### src/rtl/tmr_pkg.sv
package tmr_pkg;
  localparam int REG_AW = 3;

  typedef enum logic [REG_AW-1:0] {
    REG_CTRL     = 3'd0,
    REG_LOAD_NOW = 3'd1,
    REG_LOAD_BG  = 3'd2,
    REG_COUNT    = 3'd3,
    REG_RAW      = 3'd4,
    REG_MASKED   = 3'd5,
    REG_CLEAR    = 3'd6
  } reg_e;

  localparam int CTRL_W      = 8;
  localparam int CB_ONESHOT  = 0;
  localparam int CB_WIDE     = 1;
  localparam int CB_PRE_LO   = 2;
  localparam int CB_INTEN    = 5;
  localparam int CB_PERIODIC = 6;
  localparam int CB_RUN      = 7;

  localparam logic [CTRL_W-1:0] CTRL_MASK = 8'hEF;
  localparam logic [CTRL_W-1:0] CTRL_RST  = 8'h20;

  typedef struct packed {
    logic       run;
    logic       periodic;
    logic       inten;
    logic [1:0] pre;
    logic       wide;
    logic       oneshot;
  } ctrl_t;

  function automatic ctrl_t ctrl_dec(logic [CTRL_W-1:0] r);
    ctrl_t c;
    c.run      = r[CB_RUN];
    c.periodic = r[CB_PERIODIC];
    c.inten    = r[CB_INTEN];
    c.pre      = r[CB_PRE_LO+1:CB_PRE_LO];
    c.wide     = r[CB_WIDE];
    c.oneshot  = r[CB_ONESHOT];
    return c;
  endfunction
endpackage

### src/rtl/tmr_prescale.sv
module tmr_prescale #(
  parameter int MID_LOG = 4,
  parameter int MAX_LOG = 8
) (
  input  logic       clk_i,
  input  logic       rst_ni,
  input  logic       en_i,
  input  logic       clr_i,
  input  logic       tick_i,
  input  logic [1:0] code_i,
  output logic       step_o
);
  localparam logic [MAX_LOG-1:0] LAST_ONE = '0;
  localparam logic [MAX_LOG-1:0] LAST_MID = MAX_LOG'((1 << MID_LOG) - 1);
  localparam logic [MAX_LOG-1:0] LAST_MAX = '1;

  logic [MAX_LOG-1:0] cnt_q, last;
  logic               wrap;

  always_comb begin
    case (code_i)
      2'd0:    last = LAST_ONE;
      2'd1:    last = LAST_MID;
      default: last = LAST_MAX;  // code 3 aliases the largest ratio
    endcase
  end

  assign wrap   = (cnt_q == last);
  assign step_o = en_i & tick_i & ~clr_i & wrap;

  always_ff @(posedge clk_i or negedge rst_ni) begin
    if (!rst_ni)              cnt_q <= '0;
    else if (!en_i || clr_i)  cnt_q <= '0;
    else if (tick_i)          cnt_q <= wrap ? '0 : cnt_q + 1'b1;
  end
endmodule

### src/rtl/tmr_count_core.sv
module tmr_count_core #(
  parameter int CNT_W = 32
) (
  input  logic             clk_i,
  input  logic             rst_ni,
  input  logic             step_i,
  input  logic             wide_i,
  input  logic             periodic_i,
  input  logic             oneshot_i,
  input  logic [CNT_W-1:0] reload_i,
  input  logic             ld_i,
  input  logic [CNT_W-1:0] ld_val_i,
  input  logic             restart_i,
  output logic [CNT_W-1:0] cnt_o,
  output logic             zero_hit_o,
  output logic             halted_o
);
  localparam int HW = CNT_W / 2;

  logic [CNT_W-1:0] cnt_q, cnt_d;
  logic [HW-1:0]    lo;
  logic             halt_q, halt_d;
  logic             at_zero, at_one, adv;

  assign lo      = cnt_q[HW-1:0];
  assign at_zero = wide_i ? (cnt_q == '0) : (lo == '0);
  assign at_one  = wide_i ? (cnt_q == CNT_W'(1)) : (lo == HW'(1));
  assign adv     = step_i & ~halt_q & ~ld_i;
  assign zero_hit_o = adv & at_one;

  always_comb begin
    cnt_d = cnt_q;
    if (ld_i) begin
      cnt_d = ld_val_i;
    end else if (adv) begin
      if (at_zero) begin
        if (wide_i) cnt_d = periodic_i ? reload_i : '1;
        else        cnt_d[HW-1:0] = periodic_i ? reload_i[HW-1:0] : '1;
      end else if (wide_i) begin
        cnt_d = cnt_q - 1'b1;
      end else begin
        cnt_d[HW-1:0] = lo - 1'b1;
      end
    end
  end

  always_comb begin
    halt_d = halt_q;
    if (ld_i || restart_i)          halt_d = 1'b0;
    else if (zero_hit_o && oneshot_i) halt_d = 1'b1;
  end

  always_ff @(posedge clk_i or negedge rst_ni) begin
    if (!rst_ni) begin
      cnt_q  <= '1;
      halt_q <= 1'b0;
    end else begin
      cnt_q  <= cnt_d;
      halt_q <= halt_d;
    end
  end

  assign cnt_o    = cnt_q;
  assign halted_o = halt_q;
endmodule

### src/rtl/tmr_chan.sv
module tmr_chan
  import tmr_pkg::*;
#(
  parameter int CNT_W   = 32,
  parameter int MID_LOG = 4,
  parameter int MAX_LOG = 8
) (
  input  logic              clk_i,
  input  logic              rst_ni,
  input  logic              sel_i,
  input  logic              we_i,
  input  logic [REG_AW-1:0] addr_i,
  input  logic [CNT_W-1:0]  wdata_i,
  output logic [CNT_W-1:0]  rdata_o,
  input  logic              tick_i,
  output logic              irq_o
);
  logic [CTRL_W-1:0] ctrl_q, ctrl_new;
  ctrl_t             cf, nf;
  logic [CNT_W-1:0]  load_q, cnt_w;
  logic              raw_q;
  logic              wr_ctrl, wr_now, wr_bg, wr_clr;
  logic              pre_clr, restart, step_w, hit_w, halt_w;

  assign wr_ctrl = sel_i & we_i & (addr_i == REG_CTRL);
  assign wr_now  = sel_i & we_i & (addr_i == REG_LOAD_NOW);
  assign wr_bg   = sel_i & we_i & (addr_i == REG_LOAD_BG);
  assign wr_clr  = sel_i & we_i & (addr_i == REG_CLEAR);

  assign ctrl_new = wdata_i[CTRL_W-1:0] & CTRL_MASK;
  assign cf       = ctrl_dec(ctrl_q);
  assign nf       = ctrl_dec(ctrl_new);
  assign pre_clr  = wr_ctrl & ((nf.pre != cf.pre) | ~nf.run);
  assign restart  = wr_ctrl & nf.run;

  tmr_prescale #(.MID_LOG(MID_LOG), .MAX_LOG(MAX_LOG)) i_pre (
    .clk_i  (clk_i),
    .rst_ni (rst_ni),
    .en_i   (cf.run),
    .clr_i  (pre_clr),
    .tick_i (tick_i),
    .code_i (cf.pre),
    .step_o (step_w)
  );

  tmr_count_core #(.CNT_W(CNT_W)) i_core (
    .clk_i      (clk_i),
    .rst_ni     (rst_ni),
    .step_i     (step_w),
    .wide_i     (cf.wide),
    .periodic_i (cf.periodic),
    .oneshot_i  (cf.oneshot),
    .reload_i   (load_q),
    .ld_i       (wr_now),
    .ld_val_i   (wdata_i),
    .restart_i  (restart),
    .cnt_o      (cnt_w),
    .zero_hit_o (hit_w),
    .halted_o   (halt_w)
  );

  always_ff @(posedge clk_i or negedge rst_ni) begin
    if (!rst_ni) begin
      ctrl_q <= CTRL_RST;
      load_q <= '0;
      raw_q  <= 1'b0;
    end else begin
      if (wr_ctrl)         ctrl_q <= ctrl_new;
      if (wr_now || wr_bg) load_q <= wdata_i;
      if (hit_w)           raw_q  <= 1'b1;  // set beats clear
      else if (wr_clr)     raw_q  <= 1'b0;
    end
  end

  assign irq_o = raw_q & cf.inten;

  always_comb begin
    rdata_o = '0;
    if (sel_i && !we_i) begin
      case (addr_i)
        REG_CTRL:                 rdata_o = CNT_W'(ctrl_q);
        REG_LOAD_NOW, REG_LOAD_BG: rdata_o = load_q;
        REG_COUNT:                rdata_o = cnt_w;
        REG_RAW:                  rdata_o = CNT_W'(raw_q);
        REG_MASKED:               rdata_o = CNT_W'(irq_o);
        default:                  rdata_o = '0;
      endcase
    end
  end
endmodule

### config.mk
export PLATFORM = sky130hd
export DESIGN_NAME = tmr_chan
export DESIGN_NICKNAME = d
export VERILOG_FILES = /design/src/rtl/tmr_pkg.sv /design/src/rtl/tmr_prescale.sv /design/src/rtl/tmr_count_core.sv /design/src/rtl/tmr_chan.sv
export SDC_FILE = /design/constraint.sdc
export NUM_CORES = 1
export LEC_CHECK = 0
export BUFFER_PORTS_ARGS = -buffer_cell sky130_fd_sc_hd__buf_2
export CORE_AREA = 2 2 98 100
export DETAILED_ROUTE_END_ITERATION = 8
export DIE_AREA = 0 0 100 102
export PLACE_DENSITY = 0.79
export SYNTH_ARGS = -nofsm -noshare
export SYNTH_HDL_FRONTEND = slang
export SYNTH_SLANG_ARGS = --single-unit
### constraint.sdc
create_clock -name clk_i -period 2.75 [get_ports clk_i]
set_clock_uncertainty 0.05 [all_clocks]
set_input_delay 0.275 -clock clk_i [delete_from_list [all_inputs] [get_ports clk_i]]
set_output_delay 0.275 -clock clk_i [all_outputs]
set_load 0.1 [all_outputs]
==> results_dict.tcl, run 1 <==
set metrics [dict create \
    syn_nets 614 \
    die-area_mm2 0.0102 \
    synthArstFlopShare_pct 100 \
    maxCapViolCount 0 \
    seq_power_share_pct 45.1 \
    clk_latency_ns 0.36 \
    grt_use_total_pct 30.8 \
    setup_viol 0 \
    fp.dieH_um 102 \
    period_minus_slack_ns 2.64 \
    avgSynthCellArea_um2 9.07 \
    r2r_start "i_pre.cnt_q[4]" \
    startpoint_type "register" \
    first_pass_iters 5 \
    fillCellCount 660 \
    power.switching_uw 1790 \
    ios 73 \
    power.internal_uw 2890 \
    crit_type "register to register" \
    htreeDepth 3 \
    worstMarginPinSlew_ns 1.06 \
    relSlewSlack_pct 29.4 \
    cp.arrival_ns 2.88 \
    cts-root-buf "clkbuf_8" \
    placed_cells 745 \
    regToRegSetupSlack_ns 0.11 \
    leakagePower_uw 0.00260 \
    layout-drive-gt1-share_pct 35.1 \
    route.detailed.drc 0 \
    dp_slack_ns 0.0967 \
    r2r-end "i_core.cnt_o[10]" \
    required_ns 2.99 \
    drt-total-wl_mm 15.1 \
    rows 35 \
    peakVddDrop_mv 0.406 \
    ys_seq_area_share_pct 39.9 \
    final_cells 761 \
    synth.mux.area_fraction_pct 10.6 \
    synth_compound_area_share_pct 20.2 \
    clock.fmax_mhz 379 \
    grt_max_degree 82 \
    nets 688 \
    synth_xor_area_share_pct 3.89 \
    switching_share_pct 38.3 \
    numCtsBuffers 9 \
    power.density_mw_per_mm2 711 \
    synth_fa_ha_area_share_pct 0.725 \
    cts_tree "done" \
    ys_seq_elements 81 \
    ys.flop_type "dfrtp_1" \
    synth_cell_types 58 \
    setup-tns-final_ns 0 \
    cp-end-kind "register" \
    status "complete, no violations" \
    antenna_found_initial 0 \
    grt_pass1_wl_mm 24.9 \
    drtIter0Drc 479 \
    slew_violations 0 \
    worstRegToRegCells 7 \
    yosys_warnings 0 \
    final_antenna_net_count 0 \
    via_count 5023 \
    ctsHoldBuffers 0 \
    rsz0062_at_grt "no" \
    post-route-period-util_pct 95.9 \
    ctsLongestPathBuffers 2 \
    grt_pass1_vias 5043 \
    synth_edf_count 0 \
    p_clk_share_pct 20.7 \
    cp_max_fo 13 \
    hold_viol 0 \
    synth_cells 571 \
    antenna_cells 0 \
    die_w_um 100 \
    core_area_mm2 0.00911 \
    synth-simple-area-share_pct 21.2 \
    hpwl_mm 10.3 \
    via_per_inst 6.60 \
    fin_area_mm2 0.00659 \
    layout_setup_ws_ns 0.112 \
    synth_top_family_by_area "simple AND/OR/NAND/NOR gates" \
    clkTransAtPathRegs_ns 0.09 \
    combPwrFrac_pct 34.2 \
    cts_num_sinks 81 \
    post_dp_cell_area_mm2 0.00636 \
    finalWeightedCongestion 0.911 \
    gr-total-overflow 0 \
    port_buffers 72 \
    start_util_pct 56.9 \
    syn_to_final_growth_pct 27.2 \
    synth_area_mm2 0.00518 \
    wl_per_cell_um 19.8 \
    hold_class "input pin to asynchronous set/reset pin" \
]
cells in the final DEF, fill, tap and decap left out, types with 9 or more instances in the layout:
master     n
a211oi_1   9
a21oi_1   16
a22oi_1   25
and3_1    15
buf_12    32
buf_2     39
buf_4     28
clkbuf_8   9
dfrtp_1   48
dfstp_2   33
inv_1     11
mux2_2    38
mux2i_1   12
nand2_1   31
nand3_1   16
nor2_1    53
nor2_2    21
nor3_1    18
o21ai_0   30
o31ai_1   25
or3_1     11
xnor2_1   12
xor2_1    11
power by group through the flow:
stage               sequential (uW)  clock [uW]  combinational, uW
CTS                            2090         977               1580
detailed placement             2110           0               1570
finish                         2110         970               1600
global placement               2080           0               1510
floorplan                      1950           0               1230
global route                   2170        1030               1750
Yosys cell counts (2+ instances only):
cell,n,area share (%)
a211oi_1,15,2.2
and2_1,4,0.48
o21ai_0,30,2.9
inv_1,11,0.80
nand3b_1,2,0.29
and3_1,15,1.8
ha_1,3,0.72
or4_1,7,1.0
o41ai_1,3,0.51
dfrtp_1,48,23
a31oi_1,6,0.72
nor4_1,8,0.97
nand4_1,2,0.24
xnor2_1,12,2.0
a22oi_1,25,3.6
nor3_1,20,1.9
buf_2,3,0.29
mux2i_1,12,2.3
nor2_1,74,5.4
o31ai_1,25,3.6
nand2_1,31,2.2
dfstp_2,33,17
a2bb2oi_1,7,1.2
o31a_1,3,0.51
a21oi_1,16,1.5
xor2_1,11,1.9
nand2b_1,4,0.48
mux2_2,38,8.3
or2_2,5,0.60
and3b_1,2,0.34
nand3_1,16,1.5
clkbuf_1,31,2.2
nor3b_1,3,0.43
a21boi_0,2,0.29
o21a_1,2,0.29
nor2b_1,7,0.85
a21o_1,2,0.29
or3_1,11,1.3
o211ai_1,3,0.43
routing by layer:
metal	vias up	routed length, um	GRT usage [%]
met5	-	0	0
met2	268	7230	49.5
li1	2255	-	-
met4	0	392	12.2
met3	45	1250	5.61
met1	2455	6200	41.7
flip-flops by register name, indices dropped and copies added (netlist names):
name and count:
i_core.cnt_o 32, raw_q 1, load_q 32, i_pre.cnt_q 8
i_core.halted_o 1, ctrl_q 7
cell families (layout without fill, tap and decap cells):
family | after synthesis | in the layout
xor gates and xnor gates | 23 | 23
AOI/OAI and AO/OA | 149 | 149
and+or+nand+nor | 218 | 218
DFF | 81 | 81
muxes | 50 | 50
buffers and inverters | 47 | 126
adders and majority gates | 3 | 3
per-stage QoR:
stage               utilization (%)  hold WS (ns)  power [uW]
detailed placement             69.8         0.449        3680
finish                         72.3        0.0226        4680
floorplan                         -       -0.0706        3180
global placement               69.8         0.444        3590
CTS                            72.2        0.0632        4640
global route                   72.3        0.0880        4950
critical path, stage by stage (launching register included):
cell and delay, ns:
dfrtp_1 0.43, or4_1 0.53, o22a_2 0.26, or4b_1 0.58
buf_4 0.21, nor3_2 0.20, mux2i_1 0.21, a21oi_1 0.09
worst max-delay path by stage:
stage / startpoint / to / slack, ns / depth (start not counted)
floorplan: addr_i[0] / rdata_o[5] / -0.25 / 5
global placement: i_pre.cnt_q[4] / i_core.cnt_o[10] / 0.17 / 7
detailed placement: i_pre.cnt_q[4] / i_core.cnt_o[10] / 0.1 / 7
CTS: i_pre.cnt_q[4] / i_core.cnt_o[10] / 0.1 / 7
global route: i_pre.cnt_q[4] / i_core.cnt_o[10] / 0.03 / 7
finish: i_pre.cnt_q[4] / i_core.cnt_o[10] / 0.11 / 7
what timing repair did:
action	in CTS	in global routing
endpoints found under the hold margin	0	0
endpoints found under the setup margin	0	13
gates resized for setup	0	4
setup buffers	0	0
layout make-up:
| class | instances | area, um2 | share of cell area, % |
|---|---|---|---|
| tap | 111 | 139 | 2.11 |
| inverter | 11 | 41.3 | 0.627 |
| multi-input combinational | 443 | 3080 | 46.8 |
| clock buffer | 11 | 131 | 1.99 |
| timing repair buffer | 99 | 1050 | 15.9 |
| sequential | 81 | 2070 | 31.4 |
| clock inverter | 5 | 81.3 | 1.23 |
Power figures use the tool's default switching activity.
==> run 2, diff against run 1 <==
--- a/config.mk
+++ b/config.mk
@@ -5,7 +5,7 @@
 export SDC_FILE = /design/constraint.sdc
 export NUM_CORES = 1
 export LEC_CHECK = 0
-export BUFFER_PORTS_ARGS = -buffer_cell sky130_fd_sc_hd__buf_2
+export BUFFER_PORTS_ARGS = -buffer_cell sky130_fd_sc_hd__clkbuf_2
 export CORE_AREA = 2 2 98 100
 export DETAILED_ROUTE_END_ITERATION = 8
 export DIE_AREA = 0 0 100 102
==> results_dict.tcl, run 2 (synthesis gave the netlist of run 1 again) <==
set metrics [dict create \
    status "complete, no violations" \
    combPwrFrac_pct 34.4 \
    cts-root-buf "clkbuf_8" \
    switching_share_pct 38.7 \
    p_clk_share_pct 20.5 \
    core_area_mm2 0.00911 \
    power.density_mw_per_mm2 717 \
    startpoint_type "register" \
    period_minus_slack_ns 2.66 \
    cts_tree "done" \
    final_cells 758 \
    cts_num_sinks 81 \
    setup_viol 0 \
    grt_pass1_vias 4961 \
    grt_pass1_wl_mm 25.0 \
    clkTransAtPathRegs_ns 0.09 \
    hpwl_mm 10.4 \
    slew_violations 0 \
    via_per_inst 6.70 \
    cp-end-kind "register" \
    final_cell_mix "53 x nor2_1, 48 x dfrtp_1, 39 x clkbuf_2, 38 x mux2_2" \
    maxCapViolCount 0 \
    rows 35 \
    syn_to_final_growth_pct 27.1 \
    placed_cells 742 \
    start_util_pct 56.9 \
    post-route-period-util_pct 96.8 \
    fp.dieH_um 102 \
    cp_max_fo 14 \
    nets 685 \
    final_common_cell "nor2_1" \
    hold_viol 0 \
    port_buffers 72 \
    setup-tns-final_ns 0 \
    antenna_cells 0 \
    finalWeightedCongestion 0.924 \
    worstRegToRegCells 7 \
    crit_start "i_pre.cnt_q[4]" \
    htreeDepth 3 \
    ctsLongestPathBuffers 2 \
    ios 73 \
    layout-drive-gt1-share_pct 34.9 \
    antenna_found_initial 0 \
    seq_power_share_pct 45.1 \
    relSlewSlack_pct 31.4 \
    die-area_mm2 0.0102 \
    leakagePower_uw 0.00260 \
    ctsHoldBuffers 0 \
    grt_max_degree 82 \
    r2r_start "i_pre.cnt_q[4]" \
    worstMarginPinSlew_ns 1.03 \
    drt-total-wl_mm 15.2 \
    die_w_um 100 \
    crit_type "register to register" \
    power.switching_uw 1830 \
    first_pass_iters 7 \
    via_count 5078 \
    grt_use_total_pct 31.0 \
    cp.arrival_ns 2.89 \
    route.detailed.drc 0 \
    drtIter0Drc 524 \
    final_antenna_net_count 0 \
    peakVddDrop_mv 0.348 \
    wl_per_cell_um 20.1 \
    fillCellCount 667 \
    required_ns 2.98 \
    rsz0062_at_grt "no" \
    clock.fmax_mhz 376 \
    gr-total-overflow 0 \
    numCtsBuffers 9 \
    clk_latency_ns 0.36 \
    hold_class "input pin to asynchronous set/reset pin" \
    power.internal_uw 2900 \
]
-- run 2: worst paths after layout --
kind | endpoint | slack, ns
max in group asynchronous | i_pre.cnt_q[5] | 1.95
min in group clk_i | i_core.cnt_o[22] | 0.07
setup / recovery | i_core.cnt_o[10] | 0.09
hold / removal | load_q[8] | 0.05
hold reg to reg | i_core.cnt_o[26] | 0.49
setup reg to reg | i_core.cnt_o[10] | 0.09
-- run 2: power by group through the flow --
stage	clock network (uW)	registers [uW]	logic (uW)
4_1_cts	971	2100	1600
2_1_floorplan	0	1950	1230
3_5_place_dp	0	2120	1580
6_report	967	2130	1620
5_1_grt	1020	2180	1780
3_3_place_gp	0	2090	1510
-- run 2: layout make-up --
cell class                      instances  area (um2)  area share, %
Clock inverter                          5        81.3           1.24
Timing Repair Buffer                   96        1040           15.7
Multi-Input combinational cell        443        3090           46.9
Tap cell                              111         139           2.11
Inverter                               11        41.3          0.627
Clock buffer                           11         131           2.00
Sequential cell                        81        2070           31.4
-- run 2: what timing repair did --
item,4_1_cts,5_1_grt
resized for setup,0,5
hold endpoints to repair,0,0
endpoints found under the setup margin,0,14
setup buffers,0,0
-- run 2: routing by layer --
| layer | track usage, % | up-vias | part of all wire, % | routed length [um] |
|---|---|---|---|---|
| met5 | 0 | - | 0 | 0 |
| met4 | 11.9 | 0 | 2.9 | 439 |
| met3 | 4.10 | 54 | 8.1 | 1230 |
| met2 | 51.1 | 312 | 48 | 7380 |
| met1 | 42.2 | 2455 | 41 | 6170 |
| li1 | - | 2257 | - | - |
-- run 2: metrics by stage --
| stage | worst slack [ns] | hold slack, ns | util [%] | instance area, um2 | total power (uW) |
|---|---|---|---|---|---|
| global placement | 0.219 | 0.443 | 69.7 | 6350 | 3600 |
| global route | 0.0122 | 0.0711 | 72.3 | 6580 | 4980 |
| finish | 0.0887 | 0.0459 | 72.3 | 6580 | 4720 |
| CTS | 0.0567 | 0.0580 | 72.1 | 6560 | 4670 |
| floorplan | -0.247 | -0.0706 | - | 5300 | 3180 |
| detailed placement | 0.0886 | 0.448 | 69.7 | 6350 | 3700 |
-- run 2: worst max-delay path, stage by stage, from the launching register on --
cell     delay, ns
dfrtp_1       0.42
or4_1         0.55
o22a_1        0.27
or4b_1        0.54
buf_4         0.20
nor3_2        0.22
mux2i_1       0.22
a21oi_1       0.09
